[config.mk]
export PLATFORM = sky130hd
export DESIGN_NAME = txq_word_fifo
export DESIGN_NICKNAME = d
export VERILOG_FILES = /design/src/rtl/txq_pkg.sv /design/src/rtl/txq_cmd_latch.sv /design/src/rtl/txq_free_chain.sv /design/src/rtl/txq_slot_chain.sv /design/src/rtl/txq_word_fifo.sv
export SDC_FILE = /design/constraint.sdc
export NUM_CORES = 1
export LEC_CHECK = 0
export ABC_AREA = 1
export BUFFER_PORTS_ARGS = -buffer_cell sky130_fd_sc_hd__buf_2
export CAP_MARGIN = 20
export CORE_AREA = 2 2 62 64
export CTS_CLUSTER_DIAMETER = 200
export DETAILED_ROUTE_END_ITERATION = 7
export DIE_AREA = 0 0 64 66
export PLACE_DENSITY = 0.81
export SLEW_MARGIN = 0
export SYNTH_ARGS = -nofsm -noshare
export SYNTH_HDL_FRONTEND = slang
export SYNTH_HIERARCHICAL = 1
export SYNTH_SLANG_ARGS = --single-unit
export TNS_END_PERCENT = 10
[constraint.sdc]
create_clock -name clk -period 1.3 [get_ports clk]
set_input_delay 0.13 -clock clk [delete_from_list [all_inputs] [get_ports clk]]
set_output_delay 0.13 -clock clk [all_outputs]
set_load 0.005 [all_outputs]
[src/rtl/txq_pkg.sv]
// Package: shared defaults and slot action encoding for the transmit word queue.
// Assumes: all users take widths as parameters and use these values only as defaults.
package txq_pkg;
    localparam int unsigned TXQ_CMD_W  = 4;
    localparam int unsigned TXQ_DATA_W = 8;
    localparam int unsigned TXQ_DEPTH  = 3;

    // What a slot does at the next edge
    typedef enum logic [1:0] {
        SLOT_HOLD  = 2'd0,   // keep present contents
        SLOT_SHIFT = 2'd1,   // take upstream contents (or become free)
        SLOT_LOAD  = 2'd2    // take a freshly written word (entry slot only)
    } slot_act_e;
endpackage

[src/rtl/txq_cmd_latch.sv]
// Module: holds the command tag written by software and provides the tag for
// the current data write. Same-cycle command writes pass through to the tag.
// Assumes: synchronous active-low reset clears the tag to zero.
module txq_cmd_latch #(
    parameter int unsigned CMD_W = txq_pkg::TXQ_CMD_W
) (
    input  logic             clk,
    input  logic             rst_n,
    input  logic             cmd_wr,
    input  logic [CMD_W-1:0] cmd_in,
    output logic [CMD_W-1:0] cmd_eff
);
    logic [CMD_W-1:0] cmd_q;

    // Register the tag on each command write
    always_ff @(posedge clk) begin
        if (!rst_n)      cmd_q <= '0;
        else if (cmd_wr) cmd_q <= cmd_in;
    end

    // Present the new tag in the cycle it is written
    always_comb begin
        cmd_eff = cmd_wr ? cmd_in : cmd_q;
    end
endmodule

[src/rtl/txq_free_chain.sv]
// Module: works out, from the output end backwards, which slots can accept a
// word at the next edge. A slot can accept if it is empty or its word moves on.
// Assumes: take is honoured only when the output slot holds a word.
module txq_free_chain #(
    parameter int unsigned DEPTH = txq_pkg::TXQ_DEPTH
) (
    input  logic [DEPTH-1:0] valid,
    input  logic             take,
    output logic [DEPTH-1:0] can_accept,
    output logic             take_eff
);
    // Qualify the encoder's take with the output slot occupancy
    always_comb begin
        take_eff = take && valid[DEPTH-1];
    end

    // Ripple the free condition from output slot to entry slot
    always_comb begin
        logic downstream_free;
        downstream_free = take_eff;
        can_accept      = '0;
        for (int k = DEPTH - 1; k >= 0; k--) begin
            downstream_free = !valid[k] || downstream_free;
            can_accept[k]   = downstream_free;
        end
    end
endmodule

[src/rtl/txq_slot_chain.sv]
// Module: storage for the queue slots. Slot 0 is the entry, slot DEPTH-1 the
// output. Words move one slot per clock when the next slot can accept.
// A write always lands in slot 0, replacing it if it cannot drain.
// Assumes: can_accept comes from txq_free_chain for the same valid vector.
module txq_slot_chain
    import txq_pkg::*;
#(
    parameter int unsigned DEPTH  = TXQ_DEPTH,
    parameter int unsigned WORD_W = TXQ_CMD_W + TXQ_DATA_W
) (
    input  logic              clk,
    input  logic              rst_n,
    input  logic              wr,
    input  logic [WORD_W-1:0] wr_word,
    input  logic [DEPTH-1:0]  can_accept,
    output logic [DEPTH-1:0]  valid,
    output logic [WORD_W-1:0] out_word
);
    logic [WORD_W-1:0] slot_q [DEPTH];
    slot_act_e         act    [DEPTH];

    // Choose each slot's action for the next edge
    always_comb begin
        for (int k = 0; k < DEPTH; k++) begin
            if (k == 0 && wr)        act[k] = SLOT_LOAD;
            else if (can_accept[k])  act[k] = SLOT_SHIFT;
            else                     act[k] = SLOT_HOLD;
        end
    end

    // Update all slots together according to the chosen actions
    always_ff @(posedge clk) begin
        if (!rst_n) begin
            valid <= '0;
            for (int k = 0; k < DEPTH; k++) slot_q[k] <= '0;
        end else begin
            for (int k = 0; k < DEPTH; k++) begin
                case (act[k])
                    SLOT_LOAD: begin
                        valid[k]  <= 1'b1;
                        slot_q[k] <= wr_word;
                    end
                    SLOT_SHIFT: begin
                        if (k == 0) begin
                            valid[k] <= 1'b0;
                        end else begin
                            valid[k]  <= valid[k-1];
                            slot_q[k] <= slot_q[k-1];
                        end
                    end
                    default: ;
                endcase
            end
        end
    end

    // Output slot contents
    always_comb begin
        out_word = slot_q[DEPTH-1];
    end
endmodule

[src/rtl/txq_word_fifo.sv]
// Module: top of the command-tagged transmit word queue. Forms {command, data}
// words, queues them in DEPTH fall-through slots, and gives empty and full flags.
// Assumes: one encoder take per presented word; take while not valid is ignored.
module txq_word_fifo #(
    parameter int unsigned CMD_W  = txq_pkg::TXQ_CMD_W,
    parameter int unsigned DATA_W = txq_pkg::TXQ_DATA_W,
    parameter int unsigned DEPTH  = txq_pkg::TXQ_DEPTH
) (
    input  logic                    clk,
    input  logic                    rst_n,
    input  logic                    cmd_wr_i,
    input  logic [CMD_W-1:0]        cmd_i,
    input  logic                    data_wr_i,
    input  logic [DATA_W-1:0]       data_i,
    input  logic                    take_i,
    output logic [CMD_W+DATA_W-1:0] word_o,
    output logic                    word_valid_o,
    output logic                    empty_o,
    output logic                    full_o
);
    localparam int unsigned WORD_W = CMD_W + DATA_W;

    logic [CMD_W-1:0]  cmd_tag;
    logic [WORD_W-1:0] new_word;
    logic [DEPTH-1:0]  slot_valid;
    logic [DEPTH-1:0]  can_accept;
    logic              take_eff;

    txq_cmd_latch #(.CMD_W(CMD_W)) u_cmd (
        .clk    (clk),
        .rst_n  (rst_n),
        .cmd_wr (cmd_wr_i),
        .cmd_in (cmd_i),
        .cmd_eff(cmd_tag)
    );

    // Build the queued word: tag in the upper bits, data byte in the lower
    always_comb begin
        new_word = {cmd_tag, data_i};
    end

    txq_free_chain #(.DEPTH(DEPTH)) u_free (
        .valid     (slot_valid),
        .take      (take_i),
        .can_accept(can_accept),
        .take_eff  (take_eff)
    );

    txq_slot_chain #(.DEPTH(DEPTH), .WORD_W(WORD_W)) u_slots (
        .clk       (clk),
        .rst_n     (rst_n),
        .wr        (data_wr_i),
        .wr_word   (new_word),
        .can_accept(can_accept),
        .valid     (slot_valid),
        .out_word  (word_o)
    );

    // Status flags from slot occupancy
    always_comb begin
        word_valid_o = slot_valid[DEPTH-1];
        empty_o      = ~|slot_valid;
        full_o       = &slot_valid;
    end
endmodule


# Word level (Yosys, flattened, before mapping)
# Memories as Yosys holds them, arrays and structs flattened.
# Cells that the tools add are included.
[word_totals] elab_cells=58 memories=1 regBits=7 ram_bits=36 output_inout_bits=15
[classes] n_mux=29 eq_ne=6 bitwise=5 n_reduce_logical=13
[memory_table] memory="u_slots.slot_q" words=3 width=12 rd=3 rd_clocked_by_memory_dff=0 wr=3 line="txq_slot_chain.sv:19" source="logic [WORD_W-1:0] slot_q [DEPTH];"
[op_table] operator="two-way mux 12 bit" n=5
[op_table] operator="two-way mux 1 bit" n=19
[op_table] operator="case mux 1 bit (2 select lines)" n=3
[op_table] operator="nonzero test 2 bit" n=3
[op_table] operator="bitwise OR 1 bit" n=5
[op_table] operator="equality test 1 x 2 -> 1 bit (second input constant)" n=2
[op_table] operator="zero test 1 bit" n=4
[op_table] operator="two-way mux 4 bit" n=1
[op_table] operator="logical OR 1 bit" n=3
[op_table] operator="AND reduction 3 bit" n=1
[op_table] operator="OR reduction 3 bit" n=1
[op_table] operator="equality test 1 bit (second input constant)" n=2
[op_table] operator="equality test 2 x 1 -> 1 bit (second input constant)" n=1
[op_table] operator="equality test 2 bit (second input constant)" n=1
[op_table] operator="two-way mux 2 bit" n=1
[op_table] operator="logical AND 1 bit" n=1

# Depth between registers and ports, before layout
# Gate-level depths: netlist (run 1).
[depth] ltp_word=11 ltp_mapped=7 depth_no_buf=6

# Hierarchy
# The synthesis (run 1) kept the hierarchy.
[by_module_without_submodules] module="txq_slot_chain" area_each_um2=1642.8 cells_per_inst=144 seq_area_each_um2=1141.1 n_inst=1
[by_module_without_submodules] module="txq_cmd_latch" area_each_um2=195.2 cells_per_inst=34 seq_area_each_um2=80.1 n_inst=1
[by_module_without_submodules] module="txq_free_chain" area_each_um2=26.3 cells_per_inst=6 seq_area_each_um2=0.0 n_inst=1
[by_module_without_submodules] module="txq_word_fifo" area_each_um2=22.5 cells_per_inst=6 seq_area_each_um2=0.0 n_inst=1

# Least setup slack after synthesis (run 1)
# Ideal clock, no wire load.
[synth_path] kind="flip-flop to flip-flop" startpoint="register u_slots.valid[2]" endpoint="memory u_slots/slot_q[0][12] (netlist bit), data pin" arrival_ns=0.992 period_less_slack_ns=1.241 slack_ns=0.059 stages_incl_launch_ff=7 n_path_buf=1 required_ns=1.051 cell_sequence="dfxtp_1 -> nand3_1 -> nand2_2 -> nand3_4 -> buf_6 -> nand2_1 -> inv_1"
[synth_lines] item="from (decl)" line="txq_slot_chain.sv:16" source="output logic [DEPTH-1:0] valid,"
[synth_lines] item="from (signal, indexed assignment)" line="txq_slot_chain.sv:47" source="valid[k] <= valid[k-1];"
[synth_lines] item="to (decl)" line="txq_slot_chain.sv:19"

==> results.md, run 1 <==
- Largest net degree at the start of global routing: 37
- Final worst slack: 0.0457 ns
- Met3 global-route usage: 0.0579
- Hold Path Origin: data_i[5]
- Status: finished, final reports clean
- CP Max Fanout: 18
- Clock Path Buffers: 2
- Mapped Cells: 188
- Layout cell share with drive strength beyond 1: 0.237
- GR Overflow Total: 0
- Number of diodes: 0
- Critical path launch point type: register
- Clk_skew: 0.00847 ns
- Rows: 22
- Clock buffers created by TritonCTS: 5
- Initial antenna violation count: 0
- Dpl hpwl: 1440 µm
- Fillcell total: 284
- Final min period: 1.25 ns
- Post-route DRC: 0
- PD cells: 1370 nW/µm²
- Final setup viols: 0
- Hold Path End: u_slots/slot_q[0][5]$_SDFFCE_PN0P_
- Required time of the critical path: 1.41 ns
- Syn_nets: 205
- CORE AREA: 3550 µm²
- TritonCTS clock tree: built
- Slew @ Worst Pin: 0.443 ns
- Setup slack, reg-to-reg: 0.05 ns
- Die Y: 66 µm
- Vias per cell: 4.05
- Post-place setup slack: -0.0520 ns
- Drt pass-1 iters: 6
- Cell Area, Synth: 1880 µm²
- Yosys warning total: 6
- Die area: 4220 µm²
- P_leak: 1.19 nW
- Worst Path Arrival: 1.36 ns
- Routing usage on met1: 0.105
- Total GRT Usage: 0.107
- GR Layer Usage met2: 0.188
- Max Cap Viol: 0
- Via count: 1,064
- First-pass GRT wire length: 3320 µm
- FF-to-FF path depth: 5
- Final Core Density: 0.592
- Port bufs: 31
- Starting density of the core: 0.529
- Final wirelength: 2210 µm
- Reg2reg end: u_slots/slot_q[0][19]$_SDFFCE_PN0P_
- Final Net Count: 231
- Hold/Removal Path Class: input pin to register
- Critical path type: register to register
- CTS hold repair buffers: 0
- DRT iter0 DRCs: 24
- Busiest grt layer: met2
- Crit. End Element: register
- Clk slew on worst S/H paths: 0.11 ns
- Placed cells: 254
- Final slew viol count: 0
- RD Place Congestion: 0.844
- Peak supply drop: 0.702 mV
- Max Clock Freq: 797 MHz
- Vias in the first global route: 835
- Sink Count: 43
- Layout Area Growth over Synthesis: 11.9%
- Hold Path Depth: 3
- Clk Latency, worst-skew pair: 0.34 ns
- Root buf cell: clkbuf_4
- Setup tns final: 0 ns
- Io pins: 32
- Slew HR: 0.704
- Antenna Nets Post-Route: 0
- Final hold violation count: 0
- Die X: 64 µm
- H-Tree Depth: 2
- Average wire per standard cell: 8.39 µm
- Part of the cycle the worst path needs: 0.965
- Post-Layout Cell Count: 263
- Reg2reg start: u_slots/valid[2]$_SDFFE_PN0P_
- RSZ-0062 raised after global routing: yes
- Syn Area/Cell: 10.0 µm²
## placed cells by master, fill, tap and decap left out
cell / instances
buf_2: 31
buf_4: 3
bufinv_16: 2
clkbuf_1: 1
clkbuf_4: 5
dfxtp_1: 5
dfxtp_2: 2
edfxtp_1: 36
inv_1: 53
inv_2: 2
nand2_1: 55
nand2_2: 2
nand2_4: 1
nand3_1: 1
nand3_4: 2
nand3b_1: 1
nand4_1: 1
nor2_1: 9
nor2_2: 1
o21ai_0: 2
## per-stage QoR
stage                     hold WS [ns]  instance area, µm²  power, mW
after floorplan                  0.251                1880       1.90
after global placement           0.376                1980       1.92
after CTS                       0.0191                2080       2.90
final                           0.0482                2100       2.88
after global routing            0.0376                2100       3.02
after detailed placement         0.387                1980       1.93
## critical path: stages (launching register included)
cell and delay (ns):
dfxtp_2 0.37, nand3_1 0.12, nand2_2 0.15, nand3_4 0.21
nand2_1 0.12, inv_1 0.05
## layer usage
layer / vias up / share of wire
met5: - / 0
met4: 0 / 0.012
met3: 3 / 0.083
met2: 37 / 0.50
met1: 429 / 0.40
li1: 595 / -
## timing repair
item / in CTS / in global routing
setup endpoints to repair: 36 / 49
cloned: 0 / 1
resized for setup: 1 / 2
buffers inserted: 0 / 0
## registers in the layout, summed over array words and instances, names as in the netlist
register	count
u_cmd/cmd_q	4
u_slots/valid	3
u_slots/slot_q	36
## area by class of cell
type                    count  area, µm²  area share
well taps                  48       60.1      0.0286
multi-input cells          75        334       0.159
clock inverters             2       60.1      0.0286
clock buffers               6       41.3      0.0196
inverters                  55        206      0.0982
flip-flops and latches     43       1220       0.582
repair buffers             34        178      0.0845
## how the worst max path moves through the flow
stage,start,to,slack (ns),cells past startpoint
floorplan,u_slots/valid[2]$_SDFFE_PN0P_,u_slots/slot_q[0][12]$_SDFFCE_PN0P_,0.08,6
global placement,u_slots/valid[2]$_SDFFE_PN0P_,u_slots/slot_q[0][12]$_SDFFCE_PN0P_,0.03,5
detailed placement,u_slots/valid[2]$_SDFFE_PN0P_,u_slots/slot_q[0][19]$_SDFFCE_PN0P_,-0.05,5
CTS,u_slots/valid[2]$_SDFFE_PN0P_,u_slots/slot_q[0][19]$_SDFFCE_PN0P_,-0.02,5
global route,u_slots/valid[1]$_SDFFE_PN0P_,u_slots/slot_q[0][19]$_SDFFCE_PN0P_,-0.03,5
finish,u_slots/valid[2]$_SDFFE_PN0P_,u_slots/slot_q[0][19]$_SDFFCE_PN0P_,0.05,5
## report_power, final
| group | internal, mW | total (mW) | switching [mW] |
|---|---|---|---|
| Sequential | 1.63 | 1.66 | 0.0283 |
| Combinational | 0.103 | 0.247 | 0.145 |
| Clock | 0.600 | 0.980 | 0.380 |
Power figures use the tool's default switching activity.
==> run 2: changes to the inputs <==
--- a/config.mk
+++ b/config.mk
@@ -9,6 +9,7 @@
 export BUFFER_PORTS_ARGS = -buffer_cell sky130_fd_sc_hd__buf_2
 export CAP_MARGIN = 20
 export CORE_AREA = 2 2 62 64
+export CTS_BUF_LIST = sky130_fd_sc_hd__clkbuf_8
 export CTS_CLUSTER_DIAMETER = 200
 export DETAILED_ROUTE_END_ITERATION = 7
 export DIE_AREA = 0 0 64 66
==> constraint.sdc (replaced) <==
create_clock -name clk -period 1.6 [get_ports clk]
set_input_delay 0.16 -clock clk [delete_from_list [all_inputs] [get_ports clk]]
set_output_delay 0.16 -clock clk [all_outputs]
set_load 0.005 [all_outputs]
==> run 2 against run 1 <==
Design area shrank 1.7%; register-to-register slack better by 0.10 ns; sequential cell count stayed put; utilization is 1.0 points lower; routed wire length down 15%; critical path depth is the same; clock skew shrank 0.0054 ns; worst setup slack gained 0.10 ns; critical endpoint is now u_slots/slot_q[0][1]$_SDFFCE_PN0P_; highest routed layer unchanged.
==> results.md, run 2 (synthesis results as in run 1) <==
- Critical path depth: 5 (unchanged)
- Delay-heaviest family, CP: simple AND/OR/NAND/NOR gates
- Die area: 4220 µm² (unchanged)
- FF-to-FF path depth: 5 (unchanged)
- Post-cts sizing count: 0 (-1)
- Required time of the critical path: 1.64 ns (+0.23 ns)
- Via count: 1,028 (-3.4%)
- Max FFs per register: 36 (unchanged)
- Placed inst area: 1960 µm² (-1.1%)
- Slowest CP cell: dfxtp_1
- Fillcell total: 283 (-0.35%)
- H-Tree Depth: 2 (unchanged)
- Slew HR: 0.703 (-0.000940)
- Total Power: 2.31 mW (-20%)
- Vias per cell: 3.97 (-1.9%)
- Setup slack, reg-to-reg: 0.15 ns (+0.10 ns)
- CP cell instances: nand3_1 > nand2_2 > nand3_4 > nand2_1 > inv_1
- CP Max Fanout: 36 (+18)
- Clk_skew: 0.00304 ns (-0.00543 ns)
- Clk slew on worst S/H paths: 0.07 ns (-0.04 ns)
- Average wire per standard cell: 7.28 µm (-13%)
- Starting density of the core: 0.529 (unchanged)
- Final min period: 1.45 ns (+0.199 ns)
- Post-route DRC: 0 (unchanged)
- Antenna Nets Post-Route: 0 (unchanged)
- Vias in the first global route: 833 (-0.24%)
- Post-Layout Cell Count: 259 (-1.5%)
- Die Y: 66 µm (unchanged)
- Largest net degree at the start of global routing: 37 (unchanged)
- Register area: 1220 µm² (-0.20%)
- Placed cells: 251 (-1.2%)
- CP endpoint: u_slots/slot_q[0][1]$_SDFFCE_PN0P_
- Largest Register: u_slots/slot_q
- Setup tns final: 0 ns (unchanged)
- RD Place Congestion: 0.827 (-2.0%)
- WP buf/inv: 1 (unchanged)
- Layout Area Growth over Synthesis: 9.99%
- Dpl hpwl: 1360 µm (-5.6%)
- Status: finished, final reports clean
- Part of the cycle the worst path needs: 0.908 (-0.0566)
- Final hold violation count: 0 (unchanged)
- Max stage delay on crit path: 0.42 ns (+0.05 ns)
- Setup Fix Bufs, Post-CTS: 0 (unchanged)
- Peak supply drop: 0.718 mV (+2.2%)
- Final Net Count: 227 (-1.7%)
- Slew @ Worst Pin: 0.445 ns (+0.00141 ns)
- Reg2reg end: u_slots/slot_q[0][1]$_SDFFCE_PN0P_
- Max Clock Freq: 688 MHz (-14%)
- CORE AREA: 3550 µm² (unchanged)
- Crit path launch: u_slots/valid[2]$_SDFFE_PN0P_
- Hold/Removal Path Class: input pin to register
- Final wirelength: 1890 µm (-15%)
- Most frequent cells in the layout: 55 x nand2_1, 53 x inv_1, 36 x edfxtp_1
- Commonest non-fill, non-tap cell in the layout: nand2_1
- Final setup viols: 0 (unchanged)
- Multi-input gate area: 317 µm² (-5.2%)
- Initial antenna violation count: 0 (unchanged)
- PD cells: 1120 nW/µm² (-18%)
- Clk Latency, worst-skew pair: 0.29 ns (-0.05 ns)
- P_leak: 1.18 nW (-1.4%)
- Rows: 22 (unchanged)
- GR Overflow Total: 0 (unchanged)
- Sink Count: 43 (unchanged)
- DRT iter0 DRCs: 22 (-8.3%)
- RSZ-0062 raised after global routing: no
- CTS hold repair buffers: 0 (unchanged)
- Final slew viol count: 0 (unchanged)
- Die X: 64 µm (unchanged)
- Root buf cell: clkbuf_8
- Critical path launch point type: register
- Clock Path Buffers: 2 (unchanged)
- Reg2reg start: u_slots/valid[2]$_SDFFE_PN0P_
- Layout cell share with drive strength beyond 1: 0.213 (-0.0239)
- Worst Path Arrival: 1.50 ns (+0.14 ns)
- TritonCTS clock tree: built
- Max Cap Viol: 0 (unchanged)
- Final instance area: 2070 µm² (-1.7%)
- Drt pass-1 iters: 4 (-2)
- Crit. End Element: register
- Port bufs: 31 (unchanged)
- Number of diodes: 0 (unchanged)
- First-pass GRT wire length: 3370 µm (+1.5%)
- Total GRT Usage: 0.108 (+0.000910)
- Critical path type: register to register
- Largest registers: u_slots/slot_q x36, u_cmd/cmd_q x4, u_slots/valid x3
- Clock buffers created by TritonCTS: 5 (unchanged)
- Io pins: 32 (unchanged)
run 2: report_power, final:
group | switching [mW] | internal [mW]
Sequential | 0.0232 | 1.32
Clock | 0.321 | 0.456
Combinational | 0.108 | 0.0791
Total | 0.452 | 1.86
run 2: metal layers:
| metal | vias up | track usage | part of all wire |
|---|---|---|---|
| met5 | - | 0 | 0 |
| met4 | 0 | 0.0489 | 0.017 |
| met3 | 2 | 0.0494 | 0.080 |
| met2 | 31 | 0.185 | 0.47 |
| met1 | 411 | 0.113 | 0.43 |
| li1 | 584 | - | - |
run 2: per-stage QoR:
| step | setup slack (ns) | hold WS (ns) | utilization |
|---|---|---|---|
| 2_1_floorplan | 0.380 | 0.281 | - |
| 3_3_place_gp | 0.247 | 0.405 | 0.552 |
| 3_5_place_dp | 0.182 | 0.419 | 0.552 |
| 4_1_cts | 0.127 | 0.118 | 0.582 |
| 5_1_grt | 0.0238 | 0.124 | 0.582 |
| 6_report | 0.147 | 0.119 | 0.582 |
run 2: cell type report:
type | instances | area share
Clock buffer | 5 | 0.0333
Clock inverter | 3 | 0.0188
Inverter | 55 | 0.0999
Multi-Input combinational cell | 74 | 0.153
Sequential cell | 43 | 0.591
Tap cell | 48 | 0.0291
Timing Repair Buffer | 31 | 0.0751
run 2: worst min path at each step:
stage | start | to | cells after the start
3_3_place_gp | data_wr_i | u_slots/valid[0]$_SDFFE_PN0P_ | 3
2_1_floorplan | data_wr_i | u_slots/valid[0]$_SDFFE_PN0P_ | 2
3_5_place_dp | data_wr_i | u_slots/valid[0]$_SDFFE_PN0P_ | 3
6_report | data_wr_i | u_slots/valid[0]$_SDFFE_PN0P_ | 3
5_1_grt | data_wr_i | u_slots/valid[0]$_SDFFE_PN0P_ | 3
4_1_cts | data_i[5] | u_slots/slot_q[0][5]$_SDFFCE_PN0P_ | 3
run 2: worst register-to-register path, cell delays in order (launching register included):
cell	delay, ns
dfxtp_1	0.42
nand3_1	0.15
nand2_2	0.10
nand3_4	0.28
nand2_1	0.20
inv_1	0.06
